[config.mk]
export PLATFORM = sky130hd
export DESIGN_NAME = codec_pwr_clk_ctrl
export DESIGN_NICKNAME = d
export VERILOG_FILES = /design/src/rtl/pcm_pdn_pkg.sv /design/src/rtl/pdn_sync_edge.sv /design/src/rtl/pdn_pin_class.sv /design/src/rtl/pdn_power_ctrl.sv /design/src/rtl/codec_pwr_clk_ctrl.sv
export SDC_FILE = /design/constraint.sdc
export NUM_CORES = 1
export LEC_CHECK = 0
export BUFFER_PORTS_ARGS = -buffer_cell sky130_fd_sc_hd__buf_4
export CAP_MARGIN = 40
export CORE_MARGIN = 2
export CORE_UTILIZATION = 55
export CTS_BUF_LIST = sky130_fd_sc_hd__clkbuf_8
export DETAILED_ROUTE_END_ITERATION = 16
export HOLD_SLACK_MARGIN = 0.06
export PLACE_DENSITY = 0.8
export RECOVER_POWER = 25
export SLEW_MARGIN = 20
export SYNTH_ARGS = -nofsm -noshare
export SYNTH_HDL_FRONTEND = slang
export SYNTH_SLANG_ARGS = --single-unit
[constraint.sdc]
create_clock -name clk -period 1.7 [get_ports clk]
set_input_delay 0.51 -clock clk [delete_from_list [all_inputs] [get_ports clk]]
set_output_delay 0.51 -clock clk [all_outputs]
set_load 0.1 [all_outputs]
[src/rtl/pcm_pdn_pkg.sv]
package pcm_pdn_pkg;
  typedef enum logic {PWR_DOWN = 1'b0, PWR_UP = 1'b1} pwr_state_t;

  // Divider select: 1 = 2.048 MHz ratio, 0 = 1.536/1.544 MHz ratio.
  function automatic logic fast_rate(input logic a_law, input logic clocked,
                                     input logic level);
    if (clocked) return a_law;
    return a_law ? level : ~level;
  endfunction
endpackage

[src/rtl/pdn_sync_edge.sv]
module pdn_sync_edge #(
  parameter int STAGES = 2
) (
  input  logic clk,
  input  logic rst,
  input  logic din,
  output logic lvl,
  output logic toggle
);
  logic [STAGES-1:0] sreg;
  logic              prev;

  always_ff @(posedge clk) begin
    if (rst) begin
      sreg <= '0;
      prev <= 1'b0;
    end else begin
      sreg <= {sreg[STAGES-2:0], din};
      prev <= sreg[STAGES-1];
    end
  end

  assign lvl    = sreg[STAGES-1];
  assign toggle = sreg[STAGES-1] ^ prev;
endmodule

[src/rtl/pdn_pin_class.sv]
module pdn_pin_class #(
  parameter int WIN = 4
) (
  input  logic clk,
  input  logic rst,
  input  logic tick,
  input  logic toggle,
  output logic is_clock
);
  localparam int CW = (WIN > 2) ? $clog2(WIN) : 1;
  logic [CW-1:0] cnt;

  always_ff @(posedge clk) begin
    if (rst) begin
      is_clock <= 1'b0;
      cnt      <= '0;
    end else if (toggle) begin
      is_clock <= 1'b1;
      cnt      <= '0;
    end else if (tick && is_clock) begin
      if (cnt == CW'(WIN - 1)) begin
        is_clock <= 1'b0;
        cnt      <= '0;
      end else begin
        cnt <= cnt + 1'b1;
      end
    end
  end

  // any edge on the pin marks it as a clock on the next cycle
  p_toggle_marks_clock_r6: assert property (@(posedge clk) disable iff (rst)
    toggle |=> is_clock);
endmodule

[src/rtl/pdn_power_ctrl.sv]
module pdn_power_ctrl
  import pcm_pdn_pkg::*;
#(
  parameter int TIMEOUT_CYC = 4096
) (
  input  logic clk,
  input  logic rst,
  input  logic tick,
  input  logic pdn_req,
  input  logic fsx_rise,
  input  logic fsr_rise,
  output logic pwr_up,
  output logic dx_en
);
  localparam int WW = (TIMEOUT_CYC > 2) ? $clog2(TIMEOUT_CYC) : 1;

  pwr_state_t    state;
  logic          sync_ok, sync_ok_n;
  logic [WW-1:0] wcnt, wcnt_n;
  logic [1:0]    txc, txc_n;
  logic          sync_any, expire, up_n;

  always_comb begin
    sync_any  = fsx_rise | fsr_rise;
    expire    = sync_ok && tick && (wcnt == WW'(TIMEOUT_CYC - 1)) && !sync_any;
    sync_ok_n = sync_any ? 1'b1 : (expire ? 1'b0 : sync_ok);
    if (sync_any || expire)  wcnt_n = '0;
    else if (sync_ok && tick) wcnt_n = wcnt + 1'b1;
    else                      wcnt_n = wcnt;
    if (pdn_req || expire)               txc_n = 2'd0;
    else if (fsx_rise && txc != 2'd2)    txc_n = txc + 2'd1;
    else                                 txc_n = txc;
    up_n = !pdn_req && sync_ok_n;
  end

  always_ff @(posedge clk) begin
    if (rst) begin
      state   <= PWR_DOWN;
      sync_ok <= 1'b0;
      wcnt    <= '0;
      txc     <= 2'd0;
      dx_en   <= 1'b0;
    end else begin
      state   <= up_n ? PWR_UP : PWR_DOWN;
      sync_ok <= sync_ok_n;
      wcnt    <= wcnt_n;
      txc     <= txc_n;
      dx_en   <= up_n && (txc_n == 2'd2);
    end
  end

  assign pwr_up = (state == PWR_UP);

  p_pdn_forces_down_r2: assert property (@(posedge clk) disable iff (rst)
    pdn_req |=> (!pwr_up && !dx_en));
  p_expire_drops_r4: assert property (@(posedge clk) disable iff (rst)
    expire |=> !pwr_up);
  p_dx_on_tx_sync_r5: assert property (@(posedge clk) disable iff (rst)
    $rose(dx_en) |-> $past(fsx_rise));
endmodule

[src/rtl/codec_pwr_clk_ctrl.sv]
module codec_pwr_clk_ctrl
  import pcm_pdn_pkg::*;
#(
  parameter bit A_LAW       = 1'b1,
  parameter int CLASS_WIN   = 4,
  parameter int TIMEOUT_CYC = 4096,
  parameter int SYNC_STAGES = 2
) (
  input  logic clk,
  input  logic rst,
  input  logic mclkx,
  input  logic mclkr_pdn,
  input  logic bclkr_sel,
  input  logic fsx,
  input  logic fsr,
  output logic pwr_up,
  output logic dx_en,
  output logic rx_mclk_from_tx,
  output logic rx_bclk_from_tx,
  output logic rate_2048
);
  localparam int NPIN = 5;
  // pin order in the vectors: 0 mclkx, 1 mclkr_pdn, 2 bclkr_sel, 3 fsx, 4 fsr
  logic [NPIN-1:0] pin_in, pin_lvl, pin_tog;
  assign pin_in = {fsr, fsx, bclkr_sel, mclkr_pdn, mclkx};

  for (genvar i = 0; i < NPIN; i++) begin : g_sync
    pdn_sync_edge #(.STAGES(SYNC_STAGES)) u_sync (
      .clk(clk), .rst(rst), .din(pin_in[i]),
      .lvl(pin_lvl[i]), .toggle(pin_tog[i]));
  end

  logic tick, fsx_rise, fsr_rise, mr_clk, br_clk, pdn_req;
  assign tick     = pin_lvl[0] & pin_tog[0];
  assign fsx_rise = pin_lvl[3] & pin_tog[3];
  assign fsr_rise = pin_lvl[4] & pin_tog[4];

  pdn_pin_class #(.WIN(CLASS_WIN)) u_mr_class (
    .clk(clk), .rst(rst), .tick(tick), .toggle(pin_tog[1]), .is_clock(mr_clk));
  pdn_pin_class #(.WIN(CLASS_WIN)) u_br_class (
    .clk(clk), .rst(rst), .tick(tick), .toggle(pin_tog[2]), .is_clock(br_clk));

  assign pdn_req = !mr_clk && pin_lvl[1];

  pdn_power_ctrl #(.TIMEOUT_CYC(TIMEOUT_CYC)) u_pwr (
    .clk(clk), .rst(rst), .tick(tick), .pdn_req(pdn_req),
    .fsx_rise(fsx_rise), .fsr_rise(fsr_rise), .pwr_up(pwr_up), .dx_en(dx_en));

  always_ff @(posedge clk) begin
    if (rst) begin
      rx_mclk_from_tx <= 1'b1;
      rx_bclk_from_tx <= 1'b1;
      rate_2048       <= 1'b0;
    end else begin
      rx_mclk_from_tx <= !mr_clk;
      rx_bclk_from_tx <= !br_clk;
      rate_2048       <= fast_rate(A_LAW, br_clk, pin_lvl[2]);
    end
  end

  p_clocked_rate_r8: assert property (@(posedge clk) disable iff (rst)
    br_clk |=> (rate_2048 == A_LAW));
  p_clock_pin_own_r6: assert property (@(posedge clk) disable iff (rst)
    mr_clk |=> !rx_mclk_from_tx);
  p_bclk_route_r7: assert property (@(posedge clk) disable iff (rst)
    !br_clk |=> rx_bclk_from_tx);
endmodule

# Word-level counts from Yosys, hierarchy flattened
# Index checks and enable logic that the tools add are counted.
[totals]
register_bits = 41
out_inout_bits = 5
[op_classes]
addsub = 4
n_eq_ne = 5
muxes = 17
bitwise_logic = 9
n_reduce_logical = 24
[op_table]
columns = ["operator", "n"]
rows = [
  ["$mux 1", 13],
  ["$add 12x1->12 const B", 1],
  ["$eq 12x12->1 const B", 1],
  ["$logic_and 1x1->1", 9],
  ["$mux 2", 4],
  ["$reduce_bool 2->1", 4],
  ["$add 2x1->2 const B", 3],
  ["$eq 2x2->1 const B", 3],
  ["$reduce_or 2->1", 3],
  ["$xor 1x1->1", 5],
  ["$logic_not 1->1", 4],
  ["$reduce_and 2->1", 2],
  ["$and 1x1->1", 3],
  ["$logic_or 1x1->1", 2],
  ["$ne 2x2->1 const B", 1],
  ["$or 1x1->1", 1],
]

# Longest topological paths before layout
[depth]
depth_word = 9
mapped_depth = 6
depth_no_buf = 6

# Hierarchy
# From an unflattened synthesis, not the netlist that was laid out.
[unflattened]
hier_cells = 160
area_unflattened_um2 = 1647.8
[by_module_without_submodules]
columns = ["module", "n_inst", "cells_each", "area_per_inst_um2", "seq_area_each_um2"]
rows = [
  ["pdn_power_ctrl", 1, 89, 817.0, 340.3],
  ["pdn_sync_edge", 5, 7, 87.6, 60.1],
  ["pdn_pin_class", 2, 13, 142.6, 60.1],
  ["codec_pwr_clk_ctrl", 1, 10, 107.6, 60.1],
]

# Least setup slack after synthesis
# OpenSTA, ideal clock, no wires.
[synth_timing]
kind = "register to register"
startpoint = "register u_pwr.wcnt[0]"
endpoint = "register u_pwr.wcnt[7]"
t_arrival_ns = 1.607
required_ns = 1.585
setup_slack_ns = -0.022
stages_incl_launch_ff = 7
path_buffers = 1
period_less_slack_ns = 1.722
cell_sequence = "dfxtp_1 ha_1 nand3_1 or4_1 or3b_2 buf_6 nor2_1"
[synth_via]
elab_chain_len = 5
elab_cells_between_ends = 6
classes_between = "add/sub: 1; eq/ne: 1; reduce/logical: 4"
[synth_lines]
columns = ["element", "line_no", "source"]
rows = [
  ["start, declared", "pdn_power_ctrl.sv:19", "logic [WW-1:0] wcnt, wcnt_n;"],
  ["start signal, assigned", "pdn_power_ctrl.sv:46", "wcnt <= wcnt_n;"],
  ["branches (longest 5 deep; another with $add 12x1->12)", "n/a", ""],
]
# Parallel ways; which one is timed is not known.
# A chain may end at the register's enable or synchronous reset.

# Final worst setup path
[layout_timing]
startpoint = "register u_pwr.wcnt[0]"
endpoint = "register u_pwr.wcnt[8]"
# The elaborated chain is that of the path after synthesis.

==> flow_metrics.env <==
export IMPL_wire_per_inst_um=13.1
export IMPL_period_share_pct=97.6
export IMPL_yosysWarningCount=0
export IMPL_port_buffers=11
export IMPL_seq_area_um2=828
export IMPL_worstMarginPinSlew_ns=0.417
export IMPL_placed_cells=202
export IMPL_drv_slew=0
export IMPL_overflow=0
export IMPL_grt_pass1_vias=1167
export IMPL_drt_total_wl_um=2760
export IMPL_vias_per_cell=5.38
export IMPL_place_congestion=0.750
export IMPL_mostFrequentLayoutCell="dfxtp_1"
export IMPL_setup_violations=0
export IMPL_syn_to_final_growth_pct=16.8
export IMPL_grt_usage_pct=19.0
export IMPL_dieArea_mm2=0.00323
export IMPL_rows=19
export IMPL_power_density_mw_per_mm2=957
export IMPL_final_cell_mix="dfxtp_1, nor2_1, buf_4"
export IMPL_critPathCaptureType="flip-flop"
export IMPL_num_vias=1130
export IMPL_antenna_left=0
export IMPL_io_pins=12
export IMPL_reg2reg_setup_slack_ns=0.04
export IMPL_hold_viol=0
export IMPL_antenna_found_initial=0
export IMPL_syn_area_mm2=0.00153
export IMPL_rsz0062_at_grt="false"
export IMPL_cts_max_level=2
export IMPL_drc=0
export IMPL_drt_iter0_drc=28
export IMPL_hold_class="reg2reg"
export IMPL_clock_latency_ns=0.29
export IMPL_clock_sinks=41
export IMPL_fmax_mhz=603
export IMPL_skew_ns=0.00521
export IMPL_start_kind="flip-flop"
export IMPL_layout_drive_gt1_share_pct=20.7
export IMPL_antennaDiodeCount=0
export IMPL_cts_inserted_buffers=5
export IMPL_period_minus_slack_ns=1.66
export IMPL_max_cap_violations=0
export IMPL_finalSetupTns_ns=0
export IMPL_syn_inst=158
export IMPL_yosysUniqueCellTypes=30
export IMPL_nNetsFinal=191
export IMPL_final_cells=210
export IMPL_core_area_mm2=0.00271
export IMPL_irDropWorstVdd_v=0.000804
export IMPL_critPathMaxFanout=6
export IMPL_syn_avg_cell_area_um2=9.71
export IMPL_crit_type="reg2reg"
export IMPL_critPathRequiredTime_ns=1.87
export IMPL_ys_seq_area_share_pct=53.5
export IMPL_multi_input_area_um2=686
export IMPL_dieWidth_um=56.8
export IMPL_die_height_um=56.8
export IMPL_cts_hold_buf=0
export IMPL_nFillCells=221
export IMPL_power_leakage_nw=0.727
export IMPL_clockBufferDepth=2
export IMPL_drt_first_pass_iters=4
export IMPL_dp_hpwl_um=1910
export IMPL_tritoncts="built"
export IMPL_cp_arrival_ns=1.83
export IMPL_outcome="complete, no violations"
export IMPL_ys_ff_latch=41
export IMPL_root_buffer="clkbuf_8"
export IMPL_clk_pin_slew_ns=0.07
export IMPL_syn_num_nets=169
export IMPL_initial_core_util_pct=56.6
export IMPL_grt_pass1_wl_um=4600
export IMPL_slew_headroom_pct=72.2
export IMPL_grt_max_degree=29
[cell families after synthesis]
group / Yosys count / share of synthesized area [%]
muxes: 2 / 1.31
adders and majority gates: 4 / 3.26
DFF: 41 / 53.5
xor gates and xnor gates: 13 / 7.42
and+or+nand+nor: 72 / 25.6
buffers and inverters: 12 / 3.43
AOI/OAI and AO/OA: 14 / 5.46
[sequential cells by signal, indices dropped and copies added, names as in the netlist]
register,cells
g_sync.u_sync.prev,5
g_sync.u_sync.sreg,10
rate_2048,1
rx_bclk_from_tx,1
rx_mclk_from_tx,1
u_br_class.cnt,2
u_br_class.is_clock,1
u_mr_class.cnt,2
u_mr_class.is_clock,1
u_pwr.dx_en,1
u_pwr.pwr_up,1
u_pwr.sync_ok,1
u_pwr.txc,2
u_pwr.wcnt,12
[cell usage after synthesis]
cell type	count	area share (%)
dfxtp_1	41	54
nor2_1	21	5.1
nor2b_1	14	5.7
nand2_1	11	2.7
inv_1	8	2.0
xnor2_1	8	4.6
nor3_1	7	2.3
a21oi_1	5	1.6
xor2_1	5	2.9
ha_1	4	3.3
a211oi_1	3	1.5
clkbuf_1	3	0.73
nand4_1	3	1.2
o21ai_0	3	0.98
or3_1	3	1.2
mux2i_1	2	1.3
nand2b_1	2	0.82
nand3_1	2	0.65
nor3b_1	2	0.98
a21oi_2	1	0.57
a31oi_1	1	0.41
and3b_1	1	0.57
buf_6	1	0.73
nand3b_4	1	1.3
nand4_2	1	0.82
nor4_1	1	0.41
o22ai_1	1	0.41
or3b_2	1	0.57
or4_1	1	0.49
or4_4	1	0.73
[metrics by stage]
stage	total power (W)	setup WS (ns)	instance area [µm²]	util, %	hold slack, ns
2_1_floorplan	0.00113	0.0102	1550	-	0.384
3_3_place_gp	0.00116	0.0729	1690	62.5	0.404
3_5_place_dp	0.00116	0.00331	1690	62.5	0.404
4_1_cts	0.00173	0.000456	1780	65.5	0.421
5_1_grt	0.00179	0.00436	1790	66.1	0.425
6_report	0.00172	0.0403	1790	66.1	0.416
[power breakdown]
group	switching, W	internal [W]
Combinational	0.0000921	0.0000487
Sequential	0.0000158	0.000988
Clock	0.000301	0.000270
Total	0.000409	0.00131
[final timing paths]
check,startpoint,endpoint,depth (start not counted)
worst min register to register,u_mr_class.is_clock,rx_mclk_from_tx,1
worst min-delay path,u_mr_class.is_clock,rx_mclk_from_tx,1
worst max register to register,u_pwr.wcnt[0],u_pwr.wcnt[8],5
worst max-delay path,u_pwr.wcnt[0],u_pwr.wcnt[8],5
[critical path, stage by stage (launching register included)]
cell     delay (ns)
dfxtp_4        0.37
ha_2           0.19
nand3_2        0.08
or4_4          0.54
or3b_4         0.30
nor2_1         0.07
[routing by layer]
metal | track usage, % | up-vias | share of wire (%)
li1 | - | 565 | -
met3 | 5.30 | 11 | 3.1
met5 | 0 | - | 0
met2 | 32.6 | 22 | 53
met4 | 13.3 | 0 | 2.8
met1 | 20.0 | 532 | 41
[area by class of cell]
class | instances | share of cell area (%)
clock buffers | 5 | 3.84
clock inverters | 1 | 0.279
inverters | 8 | 1.68
multi-input cells | 106 | 38.3
flip-flops and latches | 41 | 46.2
well taps | 31 | 2.16
repair buffers | 18 | 7.54
[what timing repair did]
| action | 4_1_cts | 5_1_grt |
|---|---|---|
| buffers inserted | 0 | 1 |
| endpoints found under the setup margin | 1 | 9 |
| resized for setup | 0 | 6 |
| cloned | 1 | 0 |
Power figures use the tool's default switching activity.
